[src/rtl/aoff_pkg.sv]
package aoff_pkg;

  typedef enum logic [1:0] {
    LM_SERIAL   = 2'd0,
    LM_PARALLEL = 2'd1,
    LM_PRESET   = 2'd2
  } load_mode_e;

  function automatic load_mode_e mode_of(input logic [2:0] code);
    case (code)
      3'b000:  return LM_SERIAL;
      3'b001:  return LM_PARALLEL;
      default: return LM_PRESET;
    endcase
  endfunction

  function automatic int unsigned preset_of(input logic [2:0] code);
    case (code)
      3'b010:  return 8;
      3'b011:  return 16;
      3'b100:  return 64;
      3'b101:  return 256;
      3'b110,
      3'b111:  return 1024;
      default: return 0;
    endcase
  endfunction

endpackage

[src/rtl/ofs_mode_latch.sv]
module ofs_mode_latch
  import aoff_pkg::*;
(
  input  logic       clk,
  input  logic       rst,
  input  logic [2:0] fsel,
  output load_mode_e mode
);

  // Tracks the pins for as long as reset is held; the last value stays.
  always_ff @(posedge clk) begin
    if (rst) mode <= mode_of(fsel);
  end

endmodule

[src/rtl/ofs_load_engine.sv]
module ofs_load_engine
  import aoff_pkg::*;
#(
  parameter int OFS_W  = 11,
  parameter int DATA_W = 36
) (
  input  logic              clk,
  input  logic              rst,
  input  logic              prst,
  input  load_mode_e        mode,
  input  logic [2:0]        fsel,
  input  logic [DATA_W-1:0] wr_data,
  input  logic              ld_strobe,
  output logic [OFS_W-1:0]  x_ofs,
  output logic [OFS_W-1:0]  y_ofs
);

  localparam int SCNT_W = $clog2(2*OFS_W + 1);
  localparam logic [SCNT_W-1:0] BITS_TOTAL = SCNT_W'(2*OFS_W);
  localparam logic [SCNT_W-1:0] BITS_X     = SCNT_W'(OFS_W);

  typedef enum logic [1:0] {PS_WANT_X, PS_WANT_Y, PS_DONE} pstage_e;

  logic [SCNT_W-1:0] scnt;
  pstage_e           pstage;
  logic [OFS_W-1:0]  rst_val;
  logic              sd, sen;
  logic              ser_go, par_go;

  assign sd      = fsel[0];
  assign sen     = fsel[1];
  assign rst_val = OFS_W'(preset_of(fsel));
  assign ser_go  = !prst && (mode == LM_SERIAL) && sen && (scnt != BITS_TOTAL);
  assign par_go  = !prst && (mode == LM_PARALLEL) && ld_strobe && (pstage != PS_DONE);

  always_ff @(posedge clk) begin
    if (rst) begin
      x_ofs  <= rst_val;
      y_ofs  <= rst_val;
      scnt   <= '0;
      pstage <= PS_WANT_X;
    end else begin
      if (ser_go) begin
        if (scnt < BITS_X) x_ofs <= {x_ofs[OFS_W-2:0], sd};
        else               y_ofs <= {y_ofs[OFS_W-2:0], sd};
        scnt <= scnt + 1'b1;
      end
      if (par_go) begin
        if (pstage == PS_WANT_X) begin
          x_ofs  <= wr_data[OFS_W-1:0];
          pstage <= PS_WANT_Y;
        end else begin
          y_ofs  <= wr_data[OFS_W-1:0];
          pstage <= PS_DONE;
        end
      end
    end
  end

endmodule

[src/rtl/ofs_flag_cmp.sv]
module ofs_flag_cmp #(
  parameter int   CNT_W    = 12,
  parameter int   OFS_W    = 11,
  parameter logic IDLE_VAL = 1'b0
) (
  input  logic             clk,
  input  logic             force_idle,
  input  logic [CNT_W-1:0] level,
  input  logic [OFS_W-1:0] limit,
  output logic             flag_n
);

  logic [CNT_W-1:0] limit_ext;
  assign limit_ext = CNT_W'(limit);

  always_ff @(posedge clk) begin
    if (force_idle) flag_n <= IDLE_VAL;
    else            flag_n <= (level > limit_ext);
  end

endmodule

[src/rtl/almost_flag_offset_unit.sv]
module almost_flag_offset_unit
  import aoff_pkg::*;
#(
  parameter  int DEPTH  = 2048,
  parameter  int DATA_W = 36,
  localparam int OFS_W  = $clog2(DEPTH),
  localparam int CNT_W  = $clog2(DEPTH + 1)
) (
  input  logic              clk,
  input  logic              rst,
  input  logic              prst,
  input  logic              fs0_sdata,
  input  logic              fs1_sen,
  input  logic              fs2,
  input  logic [DATA_W-1:0] wr_data,
  input  logic              ld_strobe,
  input  logic [CNT_W-1:0]  occupancy,
  output logic [OFS_W-1:0]  x_ofs,
  output logic [OFS_W-1:0]  y_ofs,
  output logic              ae_n,
  output logic              af_n
);

  logic [2:0]       fsel;
  load_mode_e       mode_w;
  logic [CNT_W-1:0] free_w;
  logic             idle_w;

  assign fsel   = {fs2, fs1_sen, fs0_sdata};
  assign free_w = CNT_W'(DEPTH) - occupancy;
  assign idle_w = rst | prst;

  ofs_mode_latch u_mode (
    .clk  (clk),
    .rst  (rst),
    .fsel (fsel),
    .mode (mode_w)
  );

  ofs_load_engine #(.OFS_W(OFS_W), .DATA_W(DATA_W)) u_load (
    .clk       (clk),
    .rst       (rst),
    .prst      (prst),
    .mode      (mode_w),
    .fsel      (fsel),
    .wr_data   (wr_data),
    .ld_strobe (ld_strobe),
    .x_ofs     (x_ofs),
    .y_ofs     (y_ofs)
  );

  ofs_flag_cmp #(.CNT_W(CNT_W), .OFS_W(OFS_W), .IDLE_VAL(1'b0)) u_ae (
    .clk        (clk),
    .force_idle (idle_w),
    .level      (occupancy),
    .limit      (x_ofs),
    .flag_n     (ae_n)
  );

  ofs_flag_cmp #(.CNT_W(CNT_W), .OFS_W(OFS_W), .IDLE_VAL(1'b1)) u_af (
    .clk        (clk),
    .force_idle (idle_w),
    .level      (free_w),
    .limit      (y_ofs),
    .flag_n     (af_n)
  );

endmodule

[config.mk]
export PLATFORM = sky130hd
export DESIGN_NAME = almost_flag_offset_unit
export DESIGN_NICKNAME = d
export VERILOG_FILES = /design/src/rtl/aoff_pkg.sv /design/src/rtl/ofs_mode_latch.sv /design/src/rtl/ofs_load_engine.sv /design/src/rtl/ofs_flag_cmp.sv /design/src/rtl/almost_flag_offset_unit.sv
export SDC_FILE = /design/constraint.sdc
export NUM_CORES = 1
export LEC_CHECK = 0
export BUFFER_PORTS_ARGS = -buffer_cell sky130_fd_sc_hd__clkbuf_2
export CAP_MARGIN = 20
export CELL_PAD_IN_SITES_DETAIL_PLACEMENT = 0
export CELL_PAD_IN_SITES_GLOBAL_PLACEMENT = 2
export CORE_ASPECT_RATIO = 0.9
export CORE_MARGIN = 1.5
export CORE_UTILIZATION = 30
export DETAILED_ROUTE_END_ITERATION = 16
export MAX_ROUTING_LAYER = met4
export PLACE_DENSITY = 0.89
export SYNTH_ARGS = -nofsm -noshare
export SYNTH_HDL_FRONTEND = slang
export SYNTH_SLANG_ARGS = --single-unit
[constraint.sdc]
create_clock -name clk -period 3.85 [get_ports clk]
set_input_delay 0.1925 -clock clk [delete_from_list [all_inputs] [get_ports clk]]
set_output_delay 0.1925 -clock clk [all_outputs]
set_load 0.02 [all_outputs]
* Word-level counts from Yosys, hierarchy flattened
Index checks and enable logic that the tools add are counted.
** Word-level totals
- Flip-flop bits (word level) :: 33
- Memory bits (read-only) :: 0
- RAM bits :: 0
- Output and inout bits :: 24
- Logic and storage cells :: 47
- Memories kept :: 0
- Input bits :: 55
- Bits in latches :: 0
** Operators by class
- Add/subtract/negate cells :: 2
- Muxes and demuxes :: 13
- Reduce and logical (&&, ||, !) cells :: 11
- Divide/modulo/power cells :: 0
- Shift-type cells :: 0
- Equal/unequal tests :: 10
- Order comparisons :: 3
- Bitwise operators :: 1
- Multipliers :: 0
** Operators with widths (number)
- two-way mux 11 bit :: 10
- case mux 11 bit (5 select lines) :: 1
- greater-than comparator 12 x 11 -> 1 bit :: 2
- == test 3 bit, second input constant :: 4
- subtractor 12 bit, first input constant :: 1
- == test 3 x 2 -> 1 bit, second input constant :: 2
- logical AND 1 bit :: 6
- adder 5 x 1 -> 5 bit, second input constant :: 1
- less-than comparator 5 x 4 -> 1 bit, second input constant :: 1
- != test 5 bit, second input constant :: 1
- logical NOT 2 bit :: 2
- case mux 2 bit (2 select lines) :: 1
- == test 3 x 1 -> 1 bit, second input constant :: 1
- logical NOT 3 bit :: 1
- == test 2 x 1 -> 1 bit, second input constant :: 1
- two-way mux 2 bit :: 1
- != test 2 bit, second input constant :: 1
- OR reduction 2 bit :: 1
- logical NOT 1 bit :: 1
- bitwise OR 1 bit :: 1

* Longest topological paths before layout
Gate-level depths: netlist of the first run.
- Depth after elaboration :: 8
- Mapped depth :: 10
- Gate-level depth less buffers :: 10

* Cells and area by module
From an unflattened synthesis of the first run, not the netlist that was laid out.
** Second synthesis, totals
- Cell total of the unflattened synthesis :: 297
- Area total of the unflattened synthesis :: 2477.4 um2
** Modules (own cells, without submodules)
- ofs_load_engine :: times used 1, cells an instance 184, area each 1530.2 um2
- ofs_flag_cmp :: times used 2, cells an instance 40, area each 325.3 um2
- almost_flag_offset_unit :: times used 1, cells an instance 29, area each 222.7 um2
- ofs_mode_latch :: times used 1, cells an instance 4, area each 73.8 um2

* Least setup slack after synthesis of the first run
Ideal clock, no wire load.
- Path type :: input -> register
- Start point :: in occupancy[5]
- End point :: reg u_af.flag_n
- Path slack :: 1581 ps
- Library setup time :: 140 ps
- Required time :: 3710 ps
- Cell stages on the path :: 8
- Data arrival time :: 2128 ps
- Cells stage by stage :: nor4_1 > nand2_1 > nor4_1 > xnor2_1 > ha_1 > a211o_1 > a2111oi_0 > o311ai_0
** On the way
- Longest elaborated chain between the ends :: 2
** Ends and longest elaborated chain
- start: declaration :: RTL line almost_flag_offset_unit.sv:17 : input logic [CNT_W-1:0] occupancy,
- subtractor 12 bit :: RTL line almost_flag_offset_unit.sv:30 : assign free_w = CNT_W'(DEPTH) - occupancy;
- greater-than comparator 12 x 11 -> 1 bit :: RTL line ofs_flag_cmp.sv:18 : else flag_n <= (level > limit_ext);
- end signal: assignment :: RTL line ofs_flag_cmp.sv:18
- end: declaration :: RTL line ofs_flag_cmp.sv:10 : output logic flag_n
Every way passes these cells.
A chain may end at the register's enable or synchronous reset.

* Final worst setup path of the first run
Same ends and word-level chain as after synthesis.

==> flow_metrics.py, run 1 <==
metrics = {
    "status": {
        "status": "finished, final reports clean",
    },
    "clocking": {
        "worst_skew_pair.late_latency_ns": 0.29,
        "cts.sinks": 33,
        "cts_buffers": 5,
        "cts_resized": 0,
        "post_cts_buffers": 0,
        "clk_pin_slew_ns": 0.07,
        "htreeDepth": 2,
        "cts_root_buffer": "clkbuf_8",
        "holdBufCountCts": 0,
        "cts_tree": "yes",
        "clockBufferDepth": 2,
    },
    "sta": {
        "fin_tns_setup_ns": 0,
        "hold_viol_final": 0,
        "rsz0062_at_grt": "false",
        "fmax_mhz": 405,
        "final.period_utilization_pct": 64.2,
        "maxSlewViolCount": 0,
        "setup_ws_ns": 1.38,
        "setup_violations": 0,
        "relSlewSlack_pct": 28.4,
        "fin_skew_ns": 0.00641,
        "fin_crit_ns": 2.47,
        "tightest_slew_ns": 1.07,
    },
    "floorplan": {
        "core_mm2": 0.00708,
        "die-width_um": 93.1,
        "io_pins": 79,
        "start_util_pct": 31.0,
        "die_area_mm2": 0.00783,
        "num_rows": 29,
        "die_h_um": 84.1,
    },
    "setup_path": {
        "crit_chain": "clkbuf_2 -> nor4_1 -> nand2_1 -> nor4_1 -> xnor2_1 -> ha_1 -> a211o_1 -> a2111oi_0 -> o311ai_0",
        "critPathKind": "in2reg",
        "cp_slowest_cell": "nor4_1",
        "arrival_ns": 2.60,
        "crit_top_cell": "nor4_1",
        "worstSetupStartpointType": "input port",
        "slowest_delay_ns": 0.56,
        "worst_ep_required_time_ns": 3.98,
        "crit_path_end_kind": "register",
        "cp_max_fo": 4,
    },
    "logic_synthesis": {
        "synthesis.nets": 334,
        "netlist-cell-type-count": 37,
        "synth-seq-area-share_pct": 31.1,
        "synthCells": 254,
        "synth_area_mm2": 0.00219,
        "yosys_warnings": 0,
        "ys_ff_latch": 33,
        "avgSynthCellArea_um2": 8.63,
    },
    "power_and_ir_drop": {
        "leakagePower_nw": 1.13,
        "cellPowerDensity_mw_per_mm2": 305,
        "vdd_drop_max_mv": 0.127,
        "p_total_mw": 0.802,
    },
    "routing": {
        "drt_first_pass_iters": 4,
        "drc_errors": 0,
        "via_per_inst": 5.05,
        "drt-initial-drc-count": 89,
        "routed_wl_mm": 5.91,
        "via_count": 2018,
        "antenna_left": 0,
        "post_drt_wl_per_cell_um": 14.8,
    },
    "finish": {
        "finalNetCount": 387,
        "antenna_cells": 0,
        "layout-drive-gt1-share_pct": 19.9,
        "final_core_utilization_pct": 37.1,
        "final_cells": 400,
        "final_cell_mix": "clkbuf_2 (53), dfxtp_1 (31), nor2_1 (27)",
        "areaGrowthSynthToFinish_pct": 19.8,
        "layout_commonest_cell": "clkbuf_2",
    },
    "global_route": {
        "track_usage_pct": 16.6,
        "grt_overflow_total": 0,
        "grt_pass1_vias": 1928,
        "grt_max_degree": 31,
        "grt_antenna_before_repair": 0,
        "grt_pass1_wl_mm": 9.83,
    },
    "placed_design": {
        "place_ws_ns": 1.12,
        "hpwl_mm": 4.78,
        "portBuffers": 53,
        "dpl.cell_count": 393,
        "place_congestion": 0.816,
    },
    "hold_path": {
        "min_path_type": "in2reg",
    },
    "job": {
        "drv_cap": 0,
    },
}
-- registers in the layout, summed over array words and instances, names as in the netlist --
signal and count:
u_ae.flag_n 1, u_af.flag_n 1, u_load.pstage 2, u_load.scnt 5, u_load.x_ofs 11, u_load.y_ofs 11, u_mode.mode 2
-- kinds of logic (layout without fill, tap and decap cells) --
family	after synthesis	after routing	share of synthesized area, %
xor+xnor	14	14	5.60
mux	22	22	10.1
simple gates	72	72	17.2
compound gates	56	56	15.9
fa+ha+maj	25	25	14.3
flops	33	33	31.1
buf+inv	32	85	5.88
-- cells in the mapped netlist --
master,n,area (um^2)
dfxtp_1,31,621
nor2_1,27,101
ha_1,25,313
inv_1,25,93.8
mux2i_1,22,220
a21oi_1,20,100
a211oi_1,14,105
o21ai_0,12,60.1
nand2_1,8,30.0
xor2_1,8,70.1
nand4_1,7,43.8
xnor2_1,6,52.6
clkbuf_1,5,18.8
nand3_1,5,25.0
nor3_1,5,25.0
a21o_1,3,22.5
nand2b_1,3,18.8
nor4_1,3,18.8
a211o_1,2,17.5
and3_1,2,12.5
and4b_1,2,20.0
edfxtp_1,2,60.1
nor2b_1,2,12.5
o211ai_1,2,15.0
a2111oi_0,1,8.76
a221o_1,1,10.0
and3b_1,1,8.76
buf_2,1,5.00
buf_6,1,11.3
nand3b_1,1,7.51
nand4b_1,1,8.76
nor3_2,1,10.0
nor4b_1,1,8.76
nor4bb_1,1,10.0
o311ai_0,1,8.76
or2_2,1,6.26
or4b_1,1,10.0
-- critical path, delay by kind of cell --
kind	cells	cell delay, ns
buffers and inverters	1	0.12
xor gates and xnor gates	1	0.17
and+or+nand+nor	3	0.96
adders and majority gates	1	0.28
AOI/OAI and AO/OA	3	0.87
-- worst paths after layout --
kind	slack (ns)	from	to	cells after the start
max reg2reg	1.45	u_mode.mode[0]	u_load.y_ofs[2]	4
min	0.16	wr_data[6]	u_load.x_ofs[6]	3
max	1.38	occupancy[5]	u_af.flag_n	9
min reg2reg	0.46	u_load.pstage[1]	u_load.pstage[1]	2
-- through the flow --
step / area, um^2 / hold WS [ns]
5_1_grt: 2620 / 0.177
6_report: 2620 / 0.157
3_3_place_gp: 2540 / 0.439
4_1_cts: 2620 / 0.147
2_1_floorplan: 2190 / 0.305
3_5_place_dp: 2540 / 0.445
-- where the power goes --
group / switching (mW) / leakage, nW / internal, mW
clock network: 0.127 / 0.0443 / 0.142
registers: 0.0169 / 0.272 / 0.360
logic: 0.0914 / 0.811 / 0.0642
-- per-layer routing --
| metal | vias to the layer above | track usage (%) | part of all wire, % | routed length [um] |
|---|---|---|---|---|
| li1 | 1019 | - | - | - |
| met1 | 937 | 23.5 | 53 | 3110 |
| met4 | 0 | 4.55 | 1.2 | 70 |
| met3 | 7 | 2.82 | 4.5 | 266 |
| met5 | - | - | 0 | 0 |
| met2 | 55 | 24.2 | 42 | 2470 |
-- cell type report --
cell class / instances / area (um^2)
clock buffers: 7 / 86.3
fillers: 762 / 4450
inverters: 25 / 93.8
multi-input cells: 189 / 1380
flip-flops and latches: 33 / 681
well taps: 93 / 116
repair buffers: 53 / 265
Power figures use the tool's default switching activity.
==> run 2: changes to the inputs <==
--- a/config.mk
+++ b/config.mk
@@ -5,16 +5,17 @@
 export SDC_FILE = /design/constraint.sdc
 export NUM_CORES = 1
 export LEC_CHECK = 0
+export ABC_AREA = 1
 export BUFFER_PORTS_ARGS = -buffer_cell sky130_fd_sc_hd__clkbuf_2
 export CAP_MARGIN = 20
 export CELL_PAD_IN_SITES_DETAIL_PLACEMENT = 0
 export CELL_PAD_IN_SITES_GLOBAL_PLACEMENT = 2
 export CORE_ASPECT_RATIO = 0.9
 export CORE_MARGIN = 1.5
-export CORE_UTILIZATION = 30
+export CORE_UTILIZATION = 27
 export DETAILED_ROUTE_END_ITERATION = 16
 export MAX_ROUTING_LAYER = met4
-export PLACE_DENSITY = 0.89
+export PLACE_DENSITY = 0.85
 export SYNTH_ARGS = -nofsm -noshare
 export SYNTH_HDL_FRONTEND = slang
 export SYNTH_SLANG_ARGS = --single-unit
==> constraint.sdc (replaced) <==
create_clock -name clk -period 2.4 [get_ports clk]
set_input_delay 0.12 -clock clk [delete_from_list [all_inputs] [get_ports clk]]
set_output_delay 0.12 -clock clk [all_outputs]
set_load 0.02 [all_outputs]
==> run 2 against run 1 <==
Final cell count is 33% higher. Wire length up 15%. Critical path type unchanged. Largest cell class unchanged. Register-to-register slack got worse by 0.78 ns.
==> flow_metrics.py, run 2 <==
metrics = {
    "logic_synthesis": {
        "yosys_warnings": 0,
        "netlist-cell-type-count": 33,
        "synthesis.nets": 438,
        "yosysTopAreaCellShare_pct": 25.3,
        "synth.area.top_cells": "dfxtp_1 (25%), nand2_1 (14%), ha_1 (13%)",
        "ys.flop_type": "dfxtp_1",
        "synthCells": 358,
        "synth.most_common_cell": "nand2_1",
        "avgSynthCellArea_um2": 6.85,
        "synth_area_mm2": 0.00245,
        "async_flop_share_pct": 0,
        "ys_ff_latch": 33,
        "synth-seq-area-share_pct": 27.8,
        "synthTopCellsByCount": "nand2_1 (89), inv_1 (64), dfxtp_1 (31), a21oi_1 (25), ha_1 (25)",
        "yosys.area.top_type": "dfxtp_1",
        "synth_edf_count": 2,
    },
    "clocking": {
        "cts_buffers": 5,
        "clockBufferDepth": 2,
        "htreeDepth": 2,
        "cts_root_buffer": "clkbuf_8",
        "holdBufCountCts": 0,
        "post_cts_buffers": 0,
        "worst_skew_pair.late_latency_ns": 0.29,
        "cts_tree": "yes",
        "cts.sinks": 33,
        "clk_pin_slew_ns": 0.08,
        "cts_resized": 0,
    },
    "floorplan": {
        "core_mm2": 0.00869,
        "die-width_um": 103,
        "io_pins": 79,
        "die_area_mm2": 0.00966,
        "num_rows": 32,
        "start_util_pct": 28.2,
        "die_h_um": 93.4,
    },
    "sta": {
        "fin_skew_ns": 0.00583,
        "rsz0062_at_grt": "false",
        "setup_ws_ns": 0.553,
        "tightest_slew_ns": 0.650,
        "fin_crit_ns": 1.85,
        "maxSlewViolCount": 0,
        "fin_tns_setup_ns": 0,
        "relSlewSlack_pct": 56.6,
        "hold_viol_final": 0,
        "final.period_utilization_pct": 77.0,
        "fmax_mhz": 541,
        "setup_violations": 0,
    },
    "setup_path": {
        "timing.rr.end": "u_load.y_ofs[7]",
        "worst_ep_required_time_ns": 2.58,
        "rr_worst_depth": 9,
        "crit_path_end_kind": "register",
        "regToRegSetupSlack_ns": 0.67,
        "critPathKind": "in2reg",
        "cp_max_fo": 3,
        "arrival_ns": 2.02,
        "timing.rr.start": "u_mode.mode[1]",
        "worstSetupStartpointType": "input port",
    },
    "global_route": {
        "grt_max_degree": 23,
        "track_usage_pct": 15.8,
        "grt_pass1_vias": 2255,
        "grt_pass1_wl_mm": 11.2,
        "grt_antenna_before_repair": 0,
        "grt_overflow_total": 0,
    },
    "finish": {
        "layout-drive-gt1-share_pct": 18.9,
        "finalNetCount": 491,
        "final_cells": 531,
        "final_cell_mix": "nand2_1 (89), inv_1 (64), clkbuf_2 (53)",
        "antenna_cells": 0,
        "reg_top3": "u_load.x_ofs: 11 flops, u_load.y_ofs: 11 flops, u_load.scnt: 5 flops",
        "areaGrowthSynthToFinish_pct": 20.3,
        "layout_commonest_cell": "nand2_1",
        "fill_cells": 983,
    },
    "hold_path": {
        "min_path_type": "in2reg",
        "hp-start": "fs1_sen",
        "min_to": "u_load.x_ofs[10]",
        "hold_depth": 3,
    },
    "routing": {
        "via_count": 2358,
        "drt-initial-drc-count": 72,
        "drt_first_pass_iters": 4,
        "antenna_left": 0,
        "drc_errors": 0,
        "post_drt_wl_per_cell_um": 12.8,
        "via_per_inst": 4.44,
        "routed_wl_mm": 6.79,
    },
    "placed_design": {
        "dpl.cell_count": 523,
        "portBuffers": 53,
        "hpwl_mm": 5.59,
        "place_congestion": 0.807,
        "place_ws_ns": 0.237,
    },
    "power_and_ir_drop": {
        "cellPowerDensity_mw_per_mm2": 526,
        "leakagePower_nw": 1.49,
        "vdd_drop_max_mv": 0.204,
        "p_total_mw": 1.55,
    },
    "job": {
        "drv_cap": 0,
    },
    "status": {
        "status": "finished, final reports clean",
    },
}
## run 2: logic make-up after synthesis
group | after synthesis | share of synthesized area, %
buf+inv | 76 | 12.8
xor+xnor | 7 | 2.50
fa+ha+maj | 25 | 12.8
flops | 33 | 27.8
compound gates | 73 | 17.2
simple gates | 144 | 27.0
## run 2: how the worst max path moves through the flow
| stage | from | end | slack (ns) |
|---|---|---|---|
| after floorplan | occupancy[0] | u_af.flag_n | 0.57 |
| after global placement | occupancy[0] | u_af.flag_n | 0.27 |
| after detailed placement | occupancy[0] | u_af.flag_n | 0.24 |
| after CTS | occupancy[0] | u_af.flag_n | 0.55 |
| after global routing | occupancy[0] | u_af.flag_n | 0.25 |
| final | occupancy[0] | u_af.flag_n | 0.55 |
## run 2: layer usage
metal / global-route usage [%] / routed length [um]
met1: 22.6 / 3530
met2: 23.5 / 2890
met3: 2.54 / 316
met4: 3.04 / 59
met5: - / 0
## run 2: stage by stage
| stage | cell area (um^2) | utilization (%) | hold slack, ns |
|---|---|---|---|
| after global routing | 2950 | 33.9 | 0.162 |
| after global placement | 2810 | 32.4 | 0.447 |
| after floorplan | 2450 | - | 0.232 |
| after CTS | 2950 | 33.9 | 0.135 |
| final | 2950 | 33.9 | 0.149 |
| after detailed placement | 2810 | 32.4 | 0.441 |
## run 2: layout make-up
| type | count | area, um^2 | area share [%] |
|---|---|---|---|
| Timing Repair Buffer | 54 | 273 | 9.25 |
| Inverter | 68 | 255 | 8.66 |
| Sequential cell | 33 | 681 | 23.1 |
| Clock inverter | 3 | 65.1 | 2.21 |
| Clock buffer | 5 | 68.8 | 2.33 |
| Tap cell | 119 | 149 | 5.05 |
| Multi-Input combinational cell | 249 | 1460 | 49.4 |
## run 2: report_power, final
part	internal (mW)	switching, mW	total, mW	leakage [nW]
combinational	0.115	0.190	0.304	1.15
clock	0.413	0.228	0.641	0.0681
sequential	0.580	0.0257	0.606	0.272
## run 2: critical path, stage by stage
cell      delay, ns
clkbuf_2       0.10
inv_1          0.11
ha_1           0.19
nand2_1        0.09
nor3_2         0.17
nand2_1        0.09
nor3_1         0.26
nand3_1        0.11
nand2_1        0.08
inv_1          0.04
ha_1           0.29
nand3_1        0.06
nor3_1         0.13
nand2_1        0.07
nand2_1        0.07
nand2_1        0.04
